## src/rtl/iqd_pkg.sv

```systemverilog
// Shared definitions for the interleaved I/Q bus driver.
package iqd_pkg;

    // Power mode request encoding seen on mode_req.
    typedef enum logic [1:0] {
        MODE_SHUT = 2'b00,
        MODE_STBY = 2'b01,
        MODE_RUN  = 2'b10,
        MODE_RSVD = 2'b11
    } mode_e;

endpackage

```

## src/rtl/iqd_clock_gen.sv

```systemverilog
// Converter clock generator.
// Divides the system clock by DIV (at least 4) with a free-running phase
// counter. dac clock is high for phase 0..DIV/2-1. Also flags the system
// cycle just before the I slot (three-quarter point) and the Q slot
// (quarter point) so that the bus register updates exactly there.
// Assumes: DIV >= 4.
module iqd_clock_gen #(
    parameter int unsigned DIV = 12,
    localparam int unsigned CW = $clog2(DIV)
) (
    input  logic          clk,
    input  logic          rst_n,
    output logic [CW-1:0] phase_o,
    output logic          conv_clk_o,
    output logic          i_slot_o,
    output logic          q_slot_o
);
    localparam int unsigned HALF = DIV / 2;
    localparam int unsigned QTR  = HALF / 2;
    localparam int unsigned TQ   = HALF + (DIV - HALF) / 2;

    logic [CW-1:0] cnt_q;
    logic [CW-1:0] cnt_next;

    // Next phase value with wrap at DIV-1.
    always_comb begin
        if (cnt_q == CW'(DIV - 1)) cnt_next = '0;
        else                       cnt_next = cnt_q + CW'(1);
    end

    // Phase counter and registered converter clock.
    always_ff @(posedge clk) begin
        if (!rst_n) begin
            cnt_q      <= CW'(DIV - 1);
            conv_clk_o <= 1'b0;
        end else begin
            cnt_q      <= cnt_next;
            conv_clk_o <= (cnt_next < CW'(HALF));
        end
    end

    // Slot strobes: true on the cycle before the bus must change.
    always_comb begin
        phase_o  = cnt_q;
        i_slot_o = (cnt_q == CW'(TQ - 1));
        q_slot_o = (cnt_q == CW'(QTR - 1));
    end

    AST_RISE_AT_PHASE0: assert property (@(posedge clk) disable iff (!rst_n)
        $rose(conv_clk_o) |-> (cnt_q == '0));
    AST_FALL_AT_HALF: assert property (@(posedge clk) disable iff (!rst_n)
        $fell(conv_clk_o) |-> (cnt_q == CW'(HALF)));

endmodule

```

## src/rtl/iqd_mode_ctrl.sv

```systemverilog
// Power mode sequencer.
// Registers the mode request into the power-down and enable lines and
// counts the wake-up interval after entering run. wake_done_o is high
// once WAKE system cycles have passed with enable asserted.
// Assumes: WAKE >= 1.
module iqd_mode_ctrl #(
    parameter int unsigned WAKE = 20,
    localparam int unsigned WW = $clog2(WAKE + 1)
) (
    input  logic       clk,
    input  logic       rst_n,
    input  logic [1:0] mode_req,
    output logic       pd_o,
    output logic       en_o,
    output logic       wake_done_o
);
    import iqd_pkg::*;

    logic [WW-1:0] wcnt_q;

    // Decode the request into the two converter control lines.
    always_ff @(posedge clk) begin
        if (!rst_n) begin
            pd_o <= 1'b1;
            en_o <= 1'b0;
        end else begin
            unique case (mode_req)
                MODE_RUN:  begin pd_o <= 1'b0; en_o <= 1'b1; end
                MODE_STBY: begin pd_o <= 1'b0; en_o <= 1'b0; end
                default:   begin pd_o <= 1'b1; en_o <= 1'b0; end
            endcase
        end
    end

    // Wake-up counter: runs while enabled, saturates at WAKE.
    always_ff @(posedge clk) begin
        if (!rst_n || !en_o)           wcnt_q <= '0;
        else if (wcnt_q != WW'(WAKE))  wcnt_q <= wcnt_q + WW'(1);
    end

    assign wake_done_o = en_o && (wcnt_q == WW'(WAKE));

    AST_PD_EXCLUDES_EN: assert property (@(posedge clk) disable iff (!rst_n)
        pd_o |-> !en_o);
    AST_WAKE_HOLDOFF: assert property (@(posedge clk) disable iff (!rst_n)
        $rose(en_o) |-> !wake_done_o);

endmodule

```

## src/rtl/iqd_lane_mux.sv

```systemverilog
// Sample lane multiplexer.
// Holds the last accepted I/Q pair and drives the shared bus: I at the
// three-quarter point, Q at the quarter point of each converter period.
// Streaming starts at an I slot once wake-up is done; the select line
// falls together with the first I word. Without wake_done the converter
// is deselected and the bus is parked at zero.
// Assumes: i_slot and q_slot are single-cycle strobes once per period.
module iqd_lane_mux #(
    parameter int unsigned W   = 10,
    parameter int unsigned DIV = 12,
    localparam int unsigned CW = $clog2(DIV)
) (
    input  logic          clk,
    input  logic          rst_n,
    input  logic [CW-1:0] phase,
    input  logic          i_slot,
    input  logic          q_slot,
    input  logic          wake_done,
    input  logic          smp_valid,
    input  logic [W-1:0]  smp_i,
    input  logic [W-1:0]  smp_q,
    output logic          smp_ready,
    output logic [W-1:0]  bus_o,
    output logic          sel_n_o
);
    localparam int unsigned HALF = DIV / 2;
    localparam int unsigned QTR  = HALF / 2;
    localparam int unsigned TQ   = HALF + (DIV - HALF) / 2;

    logic [W-1:0] held_i_q;
    logic [W-1:0] held_q_q;
    logic         stream_q;

    // One ready cycle per converter period once awake.
    assign smp_ready = wake_done && i_slot;

    // Pair hold registers, bus register and select sequencing.
    always_ff @(posedge clk) begin
        if (!rst_n) begin
            held_i_q <= '0;
            held_q_q <= '0;
            bus_o    <= '0;
            sel_n_o  <= 1'b1;
            stream_q <= 1'b0;
        end else if (!wake_done) begin
            bus_o    <= '0;
            sel_n_o  <= 1'b1;
            stream_q <= 1'b0;
        end else if (i_slot) begin
            stream_q <= 1'b1;
            sel_n_o  <= 1'b0;
            if (smp_valid) begin
                held_i_q <= smp_i;
                held_q_q <= smp_q;
                bus_o    <= smp_i;
            end else begin
                bus_o    <= held_i_q;
            end
        end else if (q_slot && stream_q) begin
            bus_o <= held_q_q;
        end
    end

    AST_BUS_AT_SLOTS: assert property (@(posedge clk) disable iff (!rst_n)
        (!sel_n_o && !$stable(bus_o)) |-> (phase == CW'(TQ) || phase == CW'(QTR)));
    AST_PARKED_WHEN_DESELECTED: assert property (@(posedge clk) disable iff (!rst_n)
        sel_n_o |-> (bus_o == '0));
    AST_READY_ONCE: assert property (@(posedge clk) disable iff (!rst_n)
        smp_ready |=> !smp_ready);

endmodule

```

## src/rtl/iq_bus_driver.sv

```systemverilog
// Interleaved I/Q parallel bus driver (top).
// Connects the converter clock generator, the power mode sequencer and
// the sample lane multiplexer. All outputs are registered except
// smp_ready, which is a decode of registered state.
// Assumes: CLK_DIV >= 4, WAKE_CYCLES >= 1.
module iq_bus_driver #(
    parameter int unsigned DATA_W      = 10,
    parameter int unsigned CLK_DIV     = 12,
    parameter int unsigned WAKE_CYCLES = 20
) (
    input  logic              clk,
    input  logic              rst_n,
    input  logic [1:0]        mode_req,
    input  logic              smp_valid,
    output logic              smp_ready,
    input  logic [DATA_W-1:0] smp_i,
    input  logic [DATA_W-1:0] smp_q,
    output logic              dac_clk,
    output logic [DATA_W-1:0] dac_data,
    output logic              dac_sel_n,
    output logic              dac_pd,
    output logic              dac_en
);
    localparam int unsigned CW = $clog2(CLK_DIV);

    logic [CW-1:0] phase;
    logic          i_slot;
    logic          q_slot;
    logic          wake_done;

    iqd_clock_gen #(.DIV(CLK_DIV)) u_clk (
        .clk        (clk),
        .rst_n      (rst_n),
        .phase_o    (phase),
        .conv_clk_o (dac_clk),
        .i_slot_o   (i_slot),
        .q_slot_o   (q_slot)
    );

    iqd_mode_ctrl #(.WAKE(WAKE_CYCLES)) u_mode (
        .clk         (clk),
        .rst_n       (rst_n),
        .mode_req    (mode_req),
        .pd_o        (dac_pd),
        .en_o        (dac_en),
        .wake_done_o (wake_done)
    );

    iqd_lane_mux #(.W(DATA_W), .DIV(CLK_DIV)) u_lane (
        .clk       (clk),
        .rst_n     (rst_n),
        .phase     (phase),
        .i_slot    (i_slot),
        .q_slot    (q_slot),
        .wake_done (wake_done),
        .smp_valid (smp_valid),
        .smp_i     (smp_i),
        .smp_q     (smp_q),
        .smp_ready (smp_ready),
        .bus_o     (dac_data),
        .sel_n_o   (dac_sel_n)
    );

endmodule

```

## config.mk

```make
export PLATFORM = sky130hd
export DESIGN_NAME = iq_bus_driver
export DESIGN_NICKNAME = d
export VERILOG_FILES = /design/src/rtl/iqd_pkg.sv /design/src/rtl/iqd_clock_gen.sv /design/src/rtl/iqd_mode_ctrl.sv /design/src/rtl/iqd_lane_mux.sv /design/src/rtl/iq_bus_driver.sv
export SDC_FILE = /design/constraint.sdc
export NUM_CORES = 1
export LEC_CHECK = 0
export ABC_AREA = 1
export BUFFER_PORTS_ARGS = -buffer_cell sky130_fd_sc_hd__clkbuf_2
export CORE_ASPECT_RATIO = 1.25
export CORE_MARGIN = 8
export CORE_UTILIZATION = 50
export CTS_BUF_LIST = sky130_fd_sc_hd__clkbuf_8
export CTS_CLUSTER_SIZE = 10
export DETAILED_ROUTE_END_ITERATION = 10
export GPL_ROUTABILITY_DRIVEN = 0
export MAX_ROUTING_LAYER = met4
export PLACE_DENSITY = 0.81
export SLEW_MARGIN = 30
export SYNTH_ARGS = -nofsm -noshare
export SYNTH_HDL_FRONTEND = slang
export SYNTH_SLANG_ARGS = --single-unit
```

## constraint.sdc

```tcl
create_clock -name clk -period 2.5 [get_ports clk]
set_clock_uncertainty 0.15 [all_clocks]
set_input_delay 0.25 -clock clk [delete_from_list [all_inputs] [get_ports clk]]
set_output_delay 0.25 -clock clk [all_outputs]
set_load 0.02 [all_outputs]
```

==> impl_metrics.toml <==
[die]
io_pins = 40
rows = 27
initial_core_util_pct = 51.8
die_y_um = 91.7
die-area_um2 = 7020
die_w_um = 76.6
design.core.area_um2 = 4430

[critical_path]
startpoint = "u_clk.phase_o[0]"
path_max_fanout = 24
critPathMaxStageDelay_ps = 340
critical_path_class = "register to primary output"
end_kind = "primary output"
crit_family = "simple AND/OR/NAND/NOR gates"
crit_chain = "inv_1 -> ha_1 -> nand3_4 -> nor2_2 -> clkbuf_2"
crit_slowest_cell = "dfxtp_1"
crit_required_ps = 2100
r2r_end = "u_lane.bus_o[6]"
critPathBufInv = 2
crit_arrival_ps = 1720
cp-start-kind = "register"
r2r_start = "u_clk.phase_o[0]"
reg2reg_setup_slack_ps = 690
cp.depth = 5
crit_path_end = "smp_ready"
rr_worst_depth = 8

[clock_tree]
clockRootBuffer = "clkbuf_8"
cts.htree.levels = 2
ctsLongestPathBuffers = 2
clkSinkCount = 44
cts_inserted_buffers = 5
cts_hold_buffers = 0
cts_resized = 0
postCtsSetupBuffers = 0
clk_latency_ps = 300
cts_tree = "built"
clk_pin_slew_ps = 80

[min_path]
hp-class = "input port to register"

[final_layout]
layout_commonest_cell = "nand2_1"
num-nets-final = 414
fin_util_pct = 59.0
drive_above_1_share_pct = 17.2
fin_cells = 442
fin_area_um2 = 2610
area_delta_synth_final_pct = 13.9
diodes = 0
mostFrequentLayoutCells = "nand2_1, nor2_1, dfxtp_1"

[placement]
portBuffers = 39
hpwl_um = 3570
dp_cells = 434
placed_cell_area_um2 = 2500

[yosys]
yosys_warnings = 0
ys_ff_latch = 44
synth_nets = 381
syn_area_um2 = 2290
seq_area_frac_synth_pct = 38.4
ys_types = 27
syn_inst = 350
syn_area_per_cell_um2 = 6.55

[pwr]
p_per_area_nw_per_um2 = 566
fin_total_pwr_w = 0.00148
p_leak_nw = 1.35
peakVddDrop_v = 0.000369

[global_routing]
grt-ovfl-total = 0
grt_max_degree = 25
antenna_found_initial = 0
grt_pass1_vias = 1966
gr-usage-all-layers_pct = 14.8
grt_first_pass_wirelength_um = 8580

[routing]
route.detailed.drc = 0
first_iter_violations = 194
vias = 2118
dr.pass1.iters = 4
ant_nets = 0
routed_wl_um = 4960
viasPerCell = 4.79
wl_per_cell_um = 11.2

[timing]
fin_setup_tns_ps = 0
slew_violations = 0
finalHoldViolations = 0
fin_crit_sh_pct = 84.7
rsz0062_at_grt = "false"
worst_pin_slew_ps = 505
period_needed_ps = 2120
maxSlewHeadroom_pct = 66.3
setup_viol = 0
max_freq_ghz = 0.473

[status]
status = "finished clean"

[flow_run]
maxCapViolations = 0
## layer usage
| layer | track usage [%] | vias up | routed length, um |
|---|---|---|---|
| li1 | - | 1136 | - |
| met1 | 17.6 | 930 | 2300 |
| met2 | 24.1 | 48 | 2370 |
| met3 | 3.81 | 4 | 247 |
| met4 | 4.34 | 0 | 48 |
| met5 | - | - | 0 |
## metrics by stage
step | setup WS [ps] | hold WS (ps)
floorplan | 1050 | 291
global placement | 740 | 290
detailed placement | 692 | 293
CTS | 375 | 95.3
global route | 274 | 107
finish | 384 | 95.7
## how the worst min path moves through the flow
stage	from	to	slack (ps)	depth (start not counted)
final	mode_req[1]	u_mode.pd_o	100	3
after floorplan	u_lane.stream_q	u_lane.stream_q	290	1
after detailed placement	u_lane.sel_n_o	u_lane.sel_n_o	290	2
after CTS	mode_req[1]	u_mode.pd_o	100	3
after global routing	mode_req[1]	u_mode.pd_o	110	3
after global placement	u_lane.sel_n_o	u_lane.sel_n_o	290	2
## synth_stat cells
master / instances / area, um2
dfxtp_1: 44 / 881
nand3_2: 1 / 10.0
nor2_4: 2 / 22.5
o21a_1: 1 / 7.51
nand4_2: 1 / 12.5
buf_4: 3 / 22.5
inv_2: 4 / 15.0
xor2_1: 2 / 17.5
xnor2_1: 1 / 8.76
nand4_1: 1 / 6.26
nand2_1: 96 / 360
nand3b_1: 10 / 75.1
nand3_1: 27 / 135
nor2_1: 63 / 236
nand3_4: 1 / 17.5
nor2_2: 1 / 6.26
clkbuf_1: 3 / 11.3
or2_2: 3 / 18.8
buf_2: 8 / 40.0
a21oi_1: 3 / 15.0
buf_6: 1 / 11.3
nand2_2: 2 / 12.5
ha_1: 6 / 75.1
inv_1: 43 / 161
o21ai_0: 21 / 105
buf_1: 1 / 3.75
nor3_1: 1 / 5.00
## worst min-delay path: stages
cell and delay [ps]:
clkbuf_2 80, ha_1 100, or2_2 90
## registers in the layout, summed over array words and instances, names as in the netlist
signal,count
u_lane.stream_q,1
u_mode.en_o,1
u_mode.wcnt_q,5
u_lane.sel_n_o,1
u_lane.held_q_q,10
u_lane.held_i_q,10
u_mode.pd_o,1
u_clk.phase_o,4
u_clk.conv_clk_o,1
u_lane.bus_o,10
## area by class of cell
cell class / count / area (um2)
clock buffer: 5 / 68.8
multi-input combinational: 243 / 1150
clock inverter: 3 / 42.5
inverter: 47 / 176
tap: 58 / 72.6
timing repair buffer: 42 / 218
fill: 452 / 1810
sequential: 44 / 881
## logic make-up (layout without fill, tap and decap cells)
| family | count (synthesis) | count (layout) | synth area share (%) |
|---|---|---|---|
| XOR/XNOR | 3 | 3 | 1.15 |
| buffers and inverters | 63 | 97 | 11.6 |
| AND/OR/NAND/NOR | 209 | 209 | 40.0 |
| AO/OA/AOI/OAI | 25 | 25 | 5.56 |
| flip-flops | 44 | 44 | 38.4 |
| adder cells (fa/ha/maj) | 6 | 6 | 3.27 |
## power by group
part           total [W]  switching (W)  internal, W
clock network   0.000541       0.000245     0.000296
registers       0.000738      0.0000197     0.000718
logic           0.000198       0.000126    0.0000726
total            0.00148       0.000391      0.00109
No activity file was read; power rests on OpenSTA's default activity.
